File: src/rtl/dio_pkg.sv
package dio_pkg;
  localparam int DW = 8;
  localparam int AW = 4;
  localparam int N_FET = 3;
  localparam int N_ISO = 3;

  localparam logic [AW-1:0] OFF_FET0    = 4'd0;
  localparam logic [AW-1:0] OFF_TTL_LAT = 4'd3;
  localparam logic [AW-1:0] OFF_ISO0    = 4'd4;
  localparam logic [AW-1:0] OFF_TTL_PAD = 4'd7;
  localparam logic [AW-1:0] OFF_CTRL    = 4'd12;
  localparam logic [AW-1:0] OFF_BRST    = 4'd15;

  localparam int TTL_DIR_BIT = 1;

  // offset of bank b in a group that starts at base
  function automatic logic [AW-1:0] bank_off(logic [AW-1:0] base, int b);
    return base + AW'(b);
  endfunction

  // true for offsets where a write has no effect on any state
  function automatic logic is_write_ignored(logic [AW-1:0] a);
    return !(a <= OFF_TTL_LAT || a == OFF_CTRL || a == OFF_BRST);
  endfunction
endpackage

File: src/rtl/dio_sync.sv
module dio_sync #(
  parameter int W      = 8,
  parameter int STAGES = 2
) (
  input  logic         clk,
  input  logic         rst_n,
  input  logic [W-1:0] d,
  output logic [W-1:0] q
);
  logic [W-1:0] st [STAGES];

  for (genvar s = 0; s < STAGES; s++) begin : g_stage
    always_ff @(posedge clk or negedge rst_n) begin
      if (!rst_n) st[s] <= '0;
      else if (s == 0) st[s] <= d;
      else st[s] <= st[(s == 0) ? 0 : s-1];
    end
  end

  assign q = st[STAGES-1];
endmodule

File: src/rtl/dio_latch.sv
module dio_latch #(
  parameter int W = 8
) (
  input  logic         clk,
  input  logic         rst_n,
  input  logic         clr,
  input  logic         we,
  input  logic [W-1:0] wdata,
  output logic [W-1:0] q
);
  always_ff @(posedge clk or negedge rst_n) begin
    if (!rst_n)   q <= '0;
    else if (clr) q <= '0;
    else if (we)  q <= wdata;
  end
endmodule

File: src/rtl/dio_rd_mux.sv
module dio_rd_mux
  import dio_pkg::*;
(
  input  logic [AW-1:0]            addr,
  input  logic [N_FET-1:0][DW-1:0] fet_q,
  input  logic [DW-1:0]            ttl_q,
  input  logic [N_ISO-1:0][DW-1:0] iso_s,
  input  logic [DW-1:0]            pad_s,
  input  logic [DW-1:0]            ctrl_q,
  input  logic                     irq_s,
  output logic [DW-1:0]            data
);
  always_comb begin
    data = '0;
    for (int b = 0; b < N_FET; b++)
      if (addr == bank_off(OFF_FET0, b)) data = fet_q[b];
    for (int b = 0; b < N_ISO; b++)
      if (addr == bank_off(OFF_ISO0, b)) data = iso_s[b];
    if (addr == OFF_TTL_LAT) data = ttl_q;
    if (addr == OFF_TTL_PAD) data = pad_s;
    if (addr == OFF_CTRL)    data = ctrl_q;
    if (addr == OFF_BRST)    data = {{(DW-1){1'b0}}, irq_s};
  end
endmodule

File: src/rtl/dio_regfile.sv
module dio_regfile
  import dio_pkg::*;
#(
  parameter int SYNC_STAGES = 2
) (
  input  logic                clk,
  input  logic                rst_n,
  input  logic                rd_en,
  input  logic                wr_en,
  input  logic [AW-1:0]       addr,
  input  logic [DW-1:0]       wdata,
  output logic [DW-1:0]       rdata,
  output logic                rvalid,
  output logic [N_FET*DW-1:0] fet_out,
  output logic [DW-1:0]       ttl_out,
  output logic                ttl_oe,
  input  logic [DW-1:0]       ttl_in,
  input  logic [N_ISO*DW-1:0] iso_in,
  input  logic                irq_pin,
  output logic                soft_rst_o
);
  // named events for the checker
  logic brst_hit;
  logic wr_ignored;
  logic ctrl_we;
  logic ttl_we;

  assign brst_hit   = wr_en && (addr == OFF_BRST);
  assign wr_ignored = wr_en && is_write_ignored(addr);
  assign ctrl_we    = wr_en && (addr == OFF_CTRL);
  assign ttl_we     = wr_en && (addr == OFF_TTL_LAT);

  logic [N_FET-1:0][DW-1:0] fet_q;
  logic [DW-1:0]            ttl_q;
  logic [DW-1:0]            ctrl_q;

  for (genvar b = 0; b < N_FET; b++) begin : g_fet
    dio_latch #(.W(DW)) u_lat (
      .clk(clk), .rst_n(rst_n), .clr(brst_hit),
      .we(wr_en && (addr == bank_off(OFF_FET0, b))),
      .wdata(wdata), .q(fet_q[b])
    );
  end

  dio_latch #(.W(DW)) u_ttl (
    .clk(clk), .rst_n(rst_n), .clr(brst_hit), .we(ttl_we),
    .wdata(wdata), .q(ttl_q)
  );

  dio_latch #(.W(DW)) u_ctrl (
    .clk(clk), .rst_n(rst_n), .clr(brst_hit), .we(ctrl_we),
    .wdata(wdata), .q(ctrl_q)
  );

  logic [N_ISO*DW-1:0] iso_sync;
  logic [DW-1:0]       pad_sync;
  logic                irq_sync;

  dio_sync #(.W(N_ISO*DW + DW + 1), .STAGES(SYNC_STAGES)) u_sync (
    .clk(clk), .rst_n(rst_n),
    .d({iso_in, ttl_in, irq_pin}),
    .q({iso_sync, pad_sync, irq_sync})
  );

  logic [DW-1:0] rd_next;

  dio_rd_mux u_mux (
    .addr(addr), .fet_q(fet_q), .ttl_q(ttl_q),
    .iso_s(iso_sync), .pad_s(pad_sync), .ctrl_q(ctrl_q),
    .irq_s(irq_sync), .data(rd_next)
  );

  always_ff @(posedge clk or negedge rst_n) begin
    if (!rst_n) begin
      rdata      <= '0;
      rvalid     <= 1'b0;
      soft_rst_o <= 1'b0;
    end else begin
      rvalid     <= rd_en;
      rdata      <= rd_en ? rd_next : '0;
      soft_rst_o <= brst_hit;
    end
  end

  assign fet_out = fet_q;
  assign ttl_out = ttl_q;
  assign ttl_oe  = ctrl_q[TTL_DIR_BIT];
endmodule

File: config.mk
export PLATFORM = sky130hd
export DESIGN_NAME = dio_regfile
export DESIGN_NICKNAME = d
export VERILOG_FILES = /design/src/rtl/dio_pkg.sv /design/src/rtl/dio_sync.sv /design/src/rtl/dio_latch.sv /design/src/rtl/dio_rd_mux.sv /design/src/rtl/dio_regfile.sv
export SDC_FILE = /design/constraint.sdc
export NUM_CORES = 1
export LEC_CHECK = 0
export ABC_AREA = 1
export BUFFER_PORTS_ARGS = -buffer_cell sky130_fd_sc_hd__buf_2
export CORE_ASPECT_RATIO = 0.7
export CORE_MARGIN = 1
export CORE_UTILIZATION = 57
export CTS_CLUSTER_DIAMETER = 200
export DETAILED_ROUTE_END_ITERATION = 16
export GPL_ROUTABILITY_DRIVEN = 1
export PLACE_DENSITY_LB_ADDON = 0.3
export RECOVER_POWER = 50
export SYNTH_ARGS = -nofsm -noshare
export SYNTH_HDL_FRONTEND = slang
export SYNTH_SLANG_ARGS = --single-unit
File: constraint.sdc
create_clock -name clk -period 3.2 [get_ports clk]
set_input_delay 0.8 -clock clk [delete_from_list [all_inputs] [get_ports clk]]
set_output_delay 0.8 -clock clk [all_outputs]
set_load 0.05 [all_outputs]
# Yosys cells after proc, flatten, opt, wreduce, memory -nomap -nowiden
# Cells that the tools add are included.
[totals] reg_bits=116 inputBits=49 output_inout_bits=43 elab_cells=52
[classes] n_eq_ne=9 mux=21 reduce_logical=12
[op_table] cell="$mux 8" n=21
[op_table] cell="$eq 4x3->1 const B" n=4
[op_table] cell="$reduce_bool 2->1" n=5
[op_table] cell="$eq 4x2->1 const B" n=2
[op_table] cell="$eq 4x4->1 const B" n=2
[op_table] cell="$logic_and 1x1->1" n=6
[op_table] cell="$eq 4x1->1 const B" n=1
[op_table] cell="$logic_not 4->1" n=1

# Depth between registers and ports, before layout
[logic_depth] word_depth=12 ltp_mapped=11 ltp_nobuf=10

# By module
# A second synthesis with hierarchy kept.
[hier_totals] cells_unflattened=481 area_unflattened_um2=4665.7
[by_module_without_submodules] mod="dio_sync" instances=1 cells_per_inst=99 area_each_um2=1899.3 seq_area_each_um2=1651.6
[by_module_without_submodules] mod="dio_latch" instances=5 cells_per_inst=35 area_each_um2=335.3 seq_area_each_um2=200.2
[by_module_without_submodules] mod="dio_rd_mux" instances=1 cells_per_inst=165 area_each_um2=716.9 seq_area_each_um2=0.0
[by_module_without_submodules] mod="dio_regfile" instances=1 cells_per_inst=42 area_each_um2=372.9 seq_area_each_um2=250.2

# Worst setup path before layout
# Ideal clock, no wire load.
[synth_timing] path_type="input -> register" from="input port addr[1]" to="register g_fet[0].u_lat.q[5]" setup_ns=0.083 t_arrival_ns=1.825 t_required_ns=3.117 path_slack_ns=1.292 cell_stages=8 n_path_buf=1 path_cell_list="nand2_2 -> nor2_1 -> inv_1 -> nor2_4 -> a31oi_1 -> buf_2 -> nand2_1 -> o21ai_0"
[synth_between] elab_chain_cells=3 word_cells_on_any_way=6 classes_between="eq/ne: 1; mux: 1; reduce/logical: 4"
[synth_rtl] element="start, declared" line="dio_regfile.sv:10" rtl="input logic [AW-1:0] addr,"
[synth_rtl] element="$eq 4x4->1 (*)" line="dio_regfile.sv:28" rtl="assign brst_hit = wr_en && (addr == OFF_BRST);"
[synth_rtl] element="$logic_and 1x1->1 (*)" line="dio_regfile.sv:28"
[synth_rtl] element="via brst_hit" line="dio_regfile.sv:23" rtl="logic brst_hit;"
[synth_rtl] element="$mux 8 or $reduce_bool 2->1 (tied branches)"
[synth_rtl] element="end signal, assigned" line="dio_latch.sv:14" rtl="else if (we) q <= wdata;"
[synth_rtl] element="end, declared" line="dio_latch.sv:9" rtl="output logic [W-1:0] q"
# The timed path passes the listed nets; every way through them passes the cells marked *.
# A chain may end at the register's enable or synchronous reset.

==> impl_metrics.toml <==
[run_status]
status = "completed"

[logic_synthesis]
synthMostInstantiatedCell = "dfrtp_1"
synth_flop_cell = "dfrtp_1"
synth_area_leader_cell = "dfrtp_1"
yosys_warnings = 0
netlist_top_cells_count = "dfrtp_1 (116), nand2_1 (106), o21ai_0 (48)"
ys_ff_latch = 116
syn_avg_cell_area_um2 = 10.5
syn_inst = 397
ys_types = 20
yosys-top-cells-area = "dfrtp_1 (69%), nand2_1 (9.5%), o21ai_0 (5.7%), nand3_1 (4.4%), inv_1 (2.3%)"
syn_area_um2 = 4190
ys_seq_area_share_pct = 69.3
synth_fp_nets = 446
synth_top_area_share_pct = 69.3
synth_edf_count = 0
async_flop_share_pct = 100

[worst_setup_path]
cp.arrival_ps = 2710
critical_path.top_delay_family = "buffers and inverters"
cp-start-kind = "input port"
cp_common_cell = "clkbuf_2"
worst_path_max_delay_cell = "clkbuf_2"
cp-end-kind = "async pin"
regToRegSetupSlack_ps = 1900
criticalPathCategory = "in -> async"
worstPathMaxFanout = 57
path_cells = "clkbuf_2, clkbuf_2"
cp_data_required_time_ps = 3730
path_buf_inv = 2
max_stage_delay_ps = 1010

[clock_tree]
cts_resized = 0
clock_path_buffers = 2
numCtsBuffers = 17
hold_buffers = 0
cts_root_buf = "clkbuf_8"
clk_pin_slew_ps = 60
post_cts_buffers = 0
clock-sinks = 116
cts_max_level = 4
clock_latency_ps = 520
tritoncts = "done"

[global_routing]
grt_use_total_pct = 29.5
grt_pass1_wl_um = 16300
antenna_found_initial = 0
grt-ovfl-total = 0
grt_max_degree = 58
first_global_vias = 3110

[layout]
final_cell_count_no_fill = 608
area_growth_pct = 27.2
antenna_cells = 0
drive_gt1_share_pct = 28.6
fin_nets = 550

[timing]
hold_violations = 0
worstMarginPinSlew_ps = 1410
max_freq_ghz = 0.458
grt_setup_unrepaired = "no"
setup_viol = 0
slew_headroom_pct = 5.92
fin_skew_ps = 8.82
maxSlewViolCount = 0
finalSetupTns_ps = 0
fin_crit_sh_pct = 68.3
period_minus_slack_ps = 2180

[routing]
first_pass_iters = 5
routed_wl_um = 10500
dr_total_vias = 3310
postRouteAntennaNets = 0
routedWlPerCell_um = 17.3
viasPerCell = 5.44
drc = 0
first_iter_violations = 295

[die]
die_x_um = 104
core_um2 = 6910
row_count = 25
io_pins = 92
initial_core_util_pct = 60.6
die-height_um = 73.7
dieArea_um2 = 7700

[pwr]
ir_drop_uv = 626
p_leak_nw = 2.72
pwr_density_cell_nw_per_um2 = 819

[place]
dp_hpwl_um = 7020
portBuffers = 91
gp_congestion = 0.928
placed_cells_incl_taps = 576

[run]
cap_violations = 0

[worst_hold_path]
hold_class = "reg -> reg"
kinds of logic (layout without fill, tap and decap cells):
logic type	after synthesis	count (layout)	share of synthesized area, %
compound gates	69	69	8.34
buf+inv	39	156	3.91
flops	116	116	69.3
simple gates	173	173	18.4
where the power goes:
part / internal, W / total, W / switching, W
sequential: 0.00163 / 0.00176 / 0.000122
clock: 0.00113 / 0.00185 / 0.000720
combinational: 0.000168 / 0.000755 / 0.000587
total: 0.00293 / 0.00436 / 0.00143
flip-flops by register name, indices dropped and copies added, names as in the netlist:
signal	count
g_fet.u_lat.q	24
u_sync.st	33
u_sync.q	33
u_ttl.q	8
soft_rst_o	1
rvalid	1
u_ctrl.q	8
rdata	8
path summary, 6_finish.rpt:
| path | start | endpoint | depth (start not counted) |
|---|---|---|---|
| hold / removal | u_sync.st[35] | u_sync.q[2] | 0 |
| max in group clk | addr[2] | rdata[5] | 10 |
| setup / recovery | rst_n | u_sync.q[4] | 2 |
| hold reg to reg | u_sync.st[35] | u_sync.q[2] | 0 |
| setup reg to reg | g_fet[2].u_lat.q[5] | rdata[5] | 7 |
| min in group asynchronous | rst_n | g_fet[0].u_lat.q[3] | 1 |
through the flow:
step                      setup slack (ps)  power (W)  hold WS, ps  instance area, um2  util, %
final                                 1020    0.00436          346                5330     77.0
after global routing                   620    0.00451          352                5330     77.0
after CTS                             1090    0.00438          349                5350     77.3
after detailed placement               607    0.00252          336                4760     68.9
after global placement                 650    0.00250          333                4760     68.9
after floorplan                       1290    0.00226          331                4190        -
per-layer routing:
metal | track usage (%) | wire length, um | up-vias | share of wire (%)
met5 | 0 | 0 | - | 0
met2 | 43.9 | 4730 | 213 | 45
met3 | 11.2 | 1170 | 23 | 11
li1 | - | - | 1504 | -
met1 | 39.9 | 4370 | 1570 | 42
met4 | 11.4 | 251 | 0 | 2.4
layout make-up:
type,instances,area (um2)
fillers,448,1590
flip-flops and latches,116,2900
repair buffers,98,504
clock inverters,15,170
well taps,94,118
inverters,26,97.6
clock buffers,17,414
multi-input cells,242,1120
layout by cell type, fill, tap and decap left out:
cell type	Yosys	final
clkbuf_1	1	1
clkinv_2	0	2
inv_8	0	2
nor2_4	2	2
o21ai_0	48	48
nor2_2	2	2
clkinvlp_4	0	1
buf_2	11	89
nor2_1	5	5
nand2_2	1	1
clkbuf_2	0	2
or2_0	2	2
clkinv_4	0	3
clkbuf_8	0	1
clkbuf_16	0	16
nand3_1	37	37
nand2_1	106	106
nor3_1	1	1
nor3_2	1	1
buf_4	1	6
o21ai_1	2	2
inv_1	26	26
nand4_1	4	4
dfrtp_1	116	116
inv_6	0	5
bufinv_16	0	2
a21oi_1	16	16
or2_2	12	12
a31oi_1	3	3
Power figures use the tool's default switching activity.
